[config.mk]
export PLATFORM = sky130hd
export DESIGN_NAME = io_reply_tracker
export DESIGN_NICKNAME = d
export VERILOG_FILES = /design/src/rtl/io_trk_pkg.sv /design/src/rtl/io_trk_deadline.sv /design/src/rtl/io_trk_irq.sv /design/src/rtl/io_trk_status.sv /design/src/rtl/io_reply_tracker.sv
export SDC_FILE = /design/constraint.sdc
export NUM_CORES = 1
export LEC_CHECK = 0
export BUFFER_PORTS_ARGS = -buffer_cell sky130_fd_sc_hd__buf_2
export CORE_UTILIZATION = 50
export DETAILED_ROUTE_END_ITERATION = 8
export PLACE_DENSITY = 0.84
export SYNTH_ARGS = -nofsm -noshare
export SYNTH_HDL_FRONTEND = slang
export SYNTH_HIERARCHICAL = 1
export SYNTH_SLANG_ARGS = --single-unit
[constraint.sdc]
create_clock -name clk -period 2.72 [get_ports clk]
set_clock_uncertainty 0.2 [all_clocks]
set_input_delay 0.136 -clock clk [delete_from_list [all_inputs] [get_ports clk]]
set_output_delay 0.136 -clock clk [all_outputs]
set_load 0.02 [all_outputs]
[src/rtl/io_trk_pkg.sv]
package io_trk_pkg;
  typedef enum logic [1:0] {
    OP_START = 2'd0,
    OP_TEST  = 2'd1,
    OP_HALT  = 2'd2,
    OP_TCHAN = 2'd3
  } io_op_e;

  localparam int NUM_KINDS = 4;
endpackage

[src/rtl/io_trk_deadline.sv]
module io_trk_deadline #(
  parameter int LIMIT = 148,
  localparam int CW = $clog2(2 * LIMIT)
) (
  input  logic clk,
  input  logic rst,
  input  logic start,
  input  logic run,
  input  logic stop,
  output logic first_hit,
  output logic second_hit
);
  localparam logic [CW-1:0] FIRST_END  = CW'(LIMIT - 1);
  localparam logic [CW-1:0] SECOND_END = CW'(2 * LIMIT - 1);

  logic [CW-1:0] cnt;

  always_ff @(posedge clk) begin
    if (rst) begin
      cnt <= '0;
    end else if (start) begin
      cnt <= '0;
    end else if (run && !stop && cnt != SECOND_END) begin
      cnt <= cnt + 1'b1;
    end
  end

  always_comb begin
    first_hit  = run && !stop && (cnt == FIRST_END);
    second_hit = run && !stop && (cnt == SECOND_END);
  end

  AST_CNT_BOUND: assert property (@(posedge clk) disable iff (rst)
    cnt <= SECOND_END);
endmodule

[src/rtl/io_trk_irq.sv]
module io_trk_irq #(
  parameter int N_CHAN = 8
) (
  input  logic              clk,
  input  logic              rst,
  input  logic [N_CHAN-1:0] chan_irq,
  input  logic              mask_wr,
  input  logic [N_CHAN-1:0] mask_data,
  input  logic              irq_ack,
  output logic              irq_latch
);
  logic [N_CHAN-1:0] mask_q;
  logic [N_CHAN-1:0] masked;
  logic              any_req;

  always_ff @(posedge clk) begin
    if (rst) mask_q <= '0;
    else if (mask_wr) mask_q <= mask_data;
  end

  for (genvar i = 0; i < N_CHAN; i++) begin : g_gate
    assign masked[i] = chan_irq[i] & mask_q[i];
  end

  assign any_req = |masked;

  always_ff @(posedge clk) begin
    if (rst) irq_latch <= 1'b0;
    else if (any_req) irq_latch <= 1'b1;
    else if (irq_ack) irq_latch <= 1'b0;
  end

  AST_IRQ_SETS: assert property (@(posedge clk) disable iff (rst)
    any_req |=> irq_latch);
  AST_ACK_CLEARS: assert property (@(posedge clk) disable iff (rst)
    (irq_ack && !any_req) |=> !irq_latch);
endmodule

[src/rtl/io_trk_status.sv]
module io_trk_status
  import io_trk_pkg::*;
#(
  parameter int CHAN_W = 3
) (
  input  logic              clk,
  input  logic              rst,
  input  logic              req_valid,
  input  io_op_e            req_op,
  input  logic [CHAN_W-1:0] req_chan,
  input  logic              chan_reply,
  input  logic [1:0]        chan_cc,
  input  logic              chan_check,
  input  logic              first_hit,
  input  logic              second_hit,
  output logic              accept,
  output logic              busy,
  output logic              took_reply,
  output logic [NUM_KINDS-1:0] pend_kind,
  output logic [CHAN_W-1:0] cur_chan,
  output logic [1:0]        cc_out,
  output logic              reply_flag,
  output logic              timeout_flag,
  output logic              tochk_flag,
  output logic              foul_flag
);
  always_comb begin
    busy       = |pend_kind;
    accept     = req_valid && !busy;
    took_reply = busy && chan_reply;
  end

  always_ff @(posedge clk) begin
    if (rst) begin
      pend_kind    <= '0;
      cur_chan     <= '0;
      cc_out       <= '0;
      reply_flag   <= 1'b0;
      timeout_flag <= 1'b0;
      tochk_flag   <= 1'b0;
      foul_flag    <= 1'b0;
    end else if (accept) begin
      pend_kind    <= NUM_KINDS'(1) << req_op;
      cur_chan     <= req_chan;
      cc_out       <= '0;
      reply_flag   <= 1'b0;
      timeout_flag <= 1'b0;
      tochk_flag   <= 1'b0;
      foul_flag    <= 1'b0;
    end else if (took_reply) begin
      pend_kind  <= '0;
      cc_out     <= chan_cc;
      reply_flag <= 1'b1;
      foul_flag  <= chan_check && pend_kind[OP_START];
    end else begin
      if (first_hit) timeout_flag <= 1'b1;
      if (second_hit) begin
        tochk_flag <= 1'b1;
        pend_kind  <= '0;
      end
    end
  end

  AST_ONE_PENDING: assert property (@(posedge clk) disable iff (rst)
    $onehot0(pend_kind));
  AST_REPLY_ENDS: assert property (@(posedge clk) disable iff (rst)
    took_reply |=> (pend_kind == '0) && reply_flag);
  AST_CC_HOLD: assert property (@(posedge clk) disable iff (rst)
    (!accept && !took_reply) |=> $stable(cc_out));
  AST_BUSY_IGNORE: assert property (@(posedge clk) disable iff (rst)
    (busy && req_valid) |=> $stable(cur_chan));
  AST_CHECK_AFTER_TIMEOUT: assert property (@(posedge clk) disable iff (rst)
    tochk_flag |-> timeout_flag);
endmodule

[src/rtl/io_reply_tracker.sv]
module io_reply_tracker
  import io_trk_pkg::*;
#(
  parameter int CYCLES_PER_US = 2,
  parameter int DEADLINE_US   = 74,
  parameter int N_CHAN        = 8,
  localparam int CHAN_W = $clog2(N_CHAN),
  localparam int LIMIT  = CYCLES_PER_US * DEADLINE_US
) (
  input  logic              clk,
  input  logic              rst,
  input  logic              req_valid,
  input  logic [1:0]        req_op,
  input  logic [CHAN_W-1:0] req_chan,
  input  logic              chan_reply,
  input  logic [1:0]        chan_cc,
  input  logic              chan_check,
  input  logic [N_CHAN-1:0] chan_irq,
  input  logic              mask_wr,
  input  logic [N_CHAN-1:0] mask_data,
  input  logic              irq_ack,
  output logic [3:0]        pend_kind,
  output logic [CHAN_W-1:0] cur_chan,
  output logic [1:0]        cc_out,
  output logic              reply_flag,
  output logic              timeout_flag,
  output logic              tochk_flag,
  output logic              foul_flag,
  output logic              irq_latch
);
  logic accept, busy, took_reply, first_hit, second_hit;

  io_trk_status #(.CHAN_W(CHAN_W)) u_status (
    .clk(clk), .rst(rst),
    .req_valid(req_valid), .req_op(io_op_e'(req_op)), .req_chan(req_chan),
    .chan_reply(chan_reply), .chan_cc(chan_cc), .chan_check(chan_check),
    .first_hit(first_hit), .second_hit(second_hit),
    .accept(accept), .busy(busy), .took_reply(took_reply),
    .pend_kind(pend_kind), .cur_chan(cur_chan), .cc_out(cc_out),
    .reply_flag(reply_flag), .timeout_flag(timeout_flag),
    .tochk_flag(tochk_flag), .foul_flag(foul_flag)
  );

  io_trk_deadline #(.LIMIT(LIMIT)) u_deadline (
    .clk(clk), .rst(rst),
    .start(accept), .run(busy), .stop(chan_reply),
    .first_hit(first_hit), .second_hit(second_hit)
  );

  io_trk_irq #(.N_CHAN(N_CHAN)) u_irq (
    .clk(clk), .rst(rst),
    .chan_irq(chan_irq), .mask_wr(mask_wr), .mask_data(mask_data),
    .irq_ack(irq_ack), .irq_latch(irq_latch)
  );

  AST_TIMEOUT_KEEPS_PENDING: assert property (@(posedge clk) disable iff (rst)
    (first_hit && !second_hit) |=> timeout_flag && (pend_kind != '0));
endmodule

[Word-level counts from Yosys, hierarchy flattened]
Index checks and enable logic that the tools add are counted.
Widths: inputs -> output; s select.
Word-level totals
  input port bits: 30
  bits in registers: 31
  output and inout port bits: 14
  logic and storage cells: 45
Cells by class
  shift operators: 1
  mux-type cells: 5
  reductions and logical operators: 16
  equal/unequal tests: 3
  bitwise logic cells: 9
  $add $sub $neg: 1
Operator list (number)
  $mux 4: 3
  $add 9x1->9 const B: 1
  $eq 9x8->1 const B: 1
  $eq 9x9->1 const B: 1
  $ne 9x9->1 const B: 1
  $and 1x1->1: 8
  $reduce_or 8->1: 1
  $logic_and 1x1->1: 7
  $reduce_and 2->1: 2
  $reduce_or 4->1: 1
  $shl 1x2->4 const A: 1
  $reduce_bool 3->1: 1
  $logic_not 1->1: 2
  $mux 1: 2
  $reduce_bool 2->1: 1
  $reduce_or 2->1: 1
  $not 1->1: 1

[Depth between registers and ports, before layout]
  depth in word-level cells: 6
  depth in mapped cells: 7
  gate-level depth less buffers: 7

[Cells and area by module]
The synthesis kept the hierarchy.
Modules (own cells, without submodules)
  io_trk_status: sequential area each 260.2 um^2, cells each 57, area an instance 553.0 um^2, times used 1
  io_trk_deadline: sequential area each 180.2 um^2, cells each 62, area an instance 544.3 um^2, times used 1
  io_trk_irq: sequential area each 180.2 um^2, cells each 33, area an instance 352.8 um^2, times used 1

[Worst setup path after synthesis]
No wires, ideal clock.
  path kind: flip-flop to flip-flop
  start: register u_status.pend_kind[3]
  end: register u_status.pend_kind[0]
  buffers on the path: 0
  stages on the path, launching flop included: 8
  arrival time: 1.710 ns
  setup slack: 0.709 ns
  setup time: 0.101 ns
  clock period less this slack: 2.011 ns
  required time: 2.419 ns
  path through: dfxtp_1 > nor4_4 > inv_1 > nand2b_1 > nor4_1 > nor3_1 > nand2_1 > o41ai_1
On the way
  longest elaborated chain between the ends: 4
  elaborated cells between the ends (all ways): 9
  classes of those cells: mux (2); reduce/logical (7)
RTL lines
  start: declaration: line io_trk_status.sv:19  | output logic [NUM_KINDS-1:0] pend_kind,
  start signal: assignment: line io_trk_status.sv:43  | pend_kind <= NUM_KINDS'(1) << req_op;
  $reduce_or 4->1: line io_trk_status.sv:28  | busy = |pend_kind;
  via busy: line io_reply_tracker.sv:31  | logic accept, busy, took_reply, first_hit, second_hit;
  $logic_and 1x1->1 (2 in a row): line io_trk_deadline.sv:30  | second_hit = run && !stop && (cnt == SECOND_END);
  via second_hit: line io_reply_tracker.sv:31
  $reduce_bool 3->1 (no source line)
The timed path passes the listed nets, and every way through them passes these cells.
A chain may end at the register's enable or synchronous reset.

[Worst setup path after layout]
  start: register u_status.pend_kind[3]
  end: register u_status.pend_kind[2]
The elaborated chain is that of the path after synthesis.

==> results.py <==
metrics = {
    "finish": {
        "finalNonFillerCells": 252,
        "areaGrowthSynthToFinish_pct": 35.9,
        "nets": 253,
        "fill_cells": 179,
        "drive_gt1_share_pct": 29.0,
        "n_antenna_cell": 0,
        "layout.core_utilization_pct": 71.5,
    },
    "sta": {
        "totalNegativeSetupSlack_ns": 0,
        "grt_setup_unrepaired": "no",
        "slew_headroom_pct": 55.3,
        "fin_hold_ws_ns": 0.0272,
        "achievable-frequency_ghz": 0.393,
        "number_of_slew_limit_violations_in_the_final_report": 0,
        "setup-violations-final": 0,
        "final_hold_viol_count": 0,
        "worst_pin_slew_ns": 0.665,
        "period_share_pct": 93.6,
        "post-route-min-period_ns": 2.55,
    },
    "synth": {
        "syn-cell-area_um2": 1450,
        "synth_seq_cells": 31,
        "post_synth.cell_area_avg_um2": 9.54,
        "postSynth.asyncResetShare_pct": 0,
        "synth_sequential_area_ratio_pct": 42.8,
        "synth_nets": 184,
        "synth.lib_cells_used.distinct": 47,
        "synthTopCellsByArea": "dfxtp_1 43%, mux2i_1 7.6%, nand2_1 3.9%, nor2_1 2.6%, o31ai_1 2.6%",
        "synth_edf_count": 0,
        "yosys_top_cell_area_share_pct": 42.8,
        "synth_flop_cell": "dfxtp_1",
        "synth_top_cell_by_area": "dfxtp_1",
        "synthTopCellsByCount": "31 x dfxtp_1, 15 x nand2_1, 11 x mux2i_1",
        "synth-warning-count": 6,
        "synth_cells": 152,
        "synth.most_common_cell": "dfxtp_1",
    },
    "placed_design": {
        "place_hpwl_um": 2370,
        "final_estimated_routing_congestion_in_global_placement": 0.877,
        "placed_cells": 221,
        "count_of_port_buffers_added_during_placement": 43,
    },
    "floorplanning": {
        "initial_utilization_pct": 52.6,
        "chipWidth_um": 55.9,
        "die_height_um": 55.9,
        "core-area_um2": 2760,
        "dieArea_um2": 3120,
        "placement_rows": 19,
        "num_io_pins": 44,
    },
    "hold_path": {
        "hp-class": "in -> reg",
    },
    "detailed_routing": {
        "detail-route-antenna-nets": 0,
        "initialDrtViolationCount": 69,
        "drc_errors": 0,
        "vias_per_cell": 5.84,
        "totalWireLength_um": 3840,
        "detailedRoute.firstPassIterationCount": 4,
        "routed_wire_length_per_instance_um": 15.2,
        "vias": 1472,
    },
    "clocking": {
        "clock_tree.root_cell": "clkbuf_4",
        "max-clock-path-buffers": 2,
        "post_cts_buffers": 0,
        "clk_latency_ns": 0.33,
        "cts_resized": 0,
        "cts_tree": "built",
        "ctsHtreeMaxLevel": 2,
        "clkTransAtPathRegs_ns": 0.10,
        "tritoncts.num_buffers": 5,
        "clock_sinks": 31,
    },
    "pwr": {
        "power.density_cell_area_nw_per_um2": 467,
        "leak_pwr_nw": 0.833,
        "peakVddDrop_mv": 0.485,
        "power_uw": 920,
    },
    "global_routing": {
        "globalRoute.totalOverflow": 0,
        "first_global_vias": 1406,
        "maximum_number_of_pins_on_one_net_before_global_route_repair": 30,
        "wire_length_of_the_first_global_routing_pass_um": 6330,
        "antenna_found_initial": 0,
        "track_usage_pct": 25.8,
    },
    "job": {
        "max_cap_viol_count": 0,
    },
    "setup_path": {
        "cp_slowest_cell": "nor4_4",
        "setup.worst_path.start_class": "flop",
        "endpoint_kind": "flop",
        "worstPathBufferInverterCount": 1,
        "critical_path_required_ns": 2.75,
        "worst_ep_arrival_time_ns": 2.58,
        "timing_worst_setup_path_type": "reg -> reg",
        "critPathMaxStageDelay_ns": 0.61,
        "critical_path.max_fanout": 10,
        "crit_chain": "nor4_4, inv_1, nand2b_1, nor4_1, nor3_1, nand2_1, o41ai_1",
        "category_of_cells_accounting_for_the_largest_share_of_critical_path_delay": "simple AND/OR/NAND/NOR gates",
    },
    "status": {
        "status": "finished clean",
    },
}
-- path summary, 6_finish.rpt --
check                                        endpoint  cells past startpoint  slack [ns]                   from
worst max-delay path            u_status/pend_kind[2]                      7        0.17  u_status/pend_kind[3]
worst min-delay path                  u_irq/mask_q[3]                      3        0.03                mask_wr
worst min register to register    u_status/reply_flag                      2        0.29    u_status/reply_flag
worst max register to register  u_status/pend_kind[2]                      7        0.17  u_status/pend_kind[3]
-- cell type report --
type	count	area (um2)	area share (%)
Clock inverter	1	5.00	0.254
Sequential cell	31	621	31.5
Timing Repair Buffer	67	455	23.1
Tap cell	31	38.8	1.97
Inverter	9	33.8	1.71
Clock buffer	6	51.3	2.60
Multi-Input combinational cell	107	766	38.9
-- layer usage --
layer / global-route usage (%) / vias to the layer above / routed length [um]
li1: - / 712 / -
met1: 30.8 / 683 / 1550
met2: 45.3 / 64 / 1950
met3: 5.81 / 13 / 239
met4: 9.76 / 0 / 91
met5: 0 / - / 0
-- worst reg2reg max path, cell delays in order, from the launching register on --
cell      delay [ns]
dfxtp_1         0.40
nor4_4          0.61
inv_1           0.15
nand2b_1        0.17
nor4_1          0.09
nor3_1          0.57
nand2_1         0.17
o41ai_1         0.09
-- flip-flops by register name, summed over array words and instances, names as in the netlist --
signal	cells
u_deadline/cnt	9
u_irq/mask_q	8
u_status/pend_kind	4
u_status/cur_chan	3
u_status/cc_out	2
u_irq/irq_latch	1
u_status/foul_flag	1
u_status/reply_flag	1
u_status/timeout_flag	1
u_status/tochk_flag	1
-- cell usage in the layout, fill, tap and decap left out, drive strengths merged, types with 2 or more instances in the layout --
cell and n:
o41ai 4, nand3 5, a21boi 4, buf 43
a21bo 3, inv 9, a31oi 2, a211o 2
dlygate4sd3 24, o31ai 5, clkbuf 6, nor3 4
nand2b 3, nor2 10, mux2i 11, or4 3
ha 2, nand2 16, nor4 3, a21oi 7
dfxtp 31, or3 5
-- per-stage QoR --
stage,area (um2),worst slack [ns]
final,1970,0.174
after global routing,1970,0.0330
after CTS,1970,0.434
after detailed placement,1670,0.462
after global placement,1670,0.637
after floorplan,1450,0.709
-- cells by family (layout without fill, tap and decap cells) --
group	count (synthesis)	in the layout	synth area share (%)
muxes	11	11	7.59
and+or+nand+nor	56	56	21.4
AOI/OAI and AO/OA	38	38	22.1
DFF	31	31	42.8
adders and majority gates	2	2	1.73
buffers and inverters	14	83	4.40
-- what timing repair did --
action | in CTS | in global routing
endpoints found under the hold margin | 20 | 0
endpoints found under the setup margin | 0 | 0
hold buffers | 24 | 0
-- power breakdown --
part           switching [mW]  total, mW  internal (mW)
Combinational          0.0811      0.161         0.0799
Clock                   0.154      0.273          0.120
Sequential             0.0144      0.486          0.471
Total                   0.249      0.920          0.671
No activity file was read; power rests on OpenSTA's default activity.
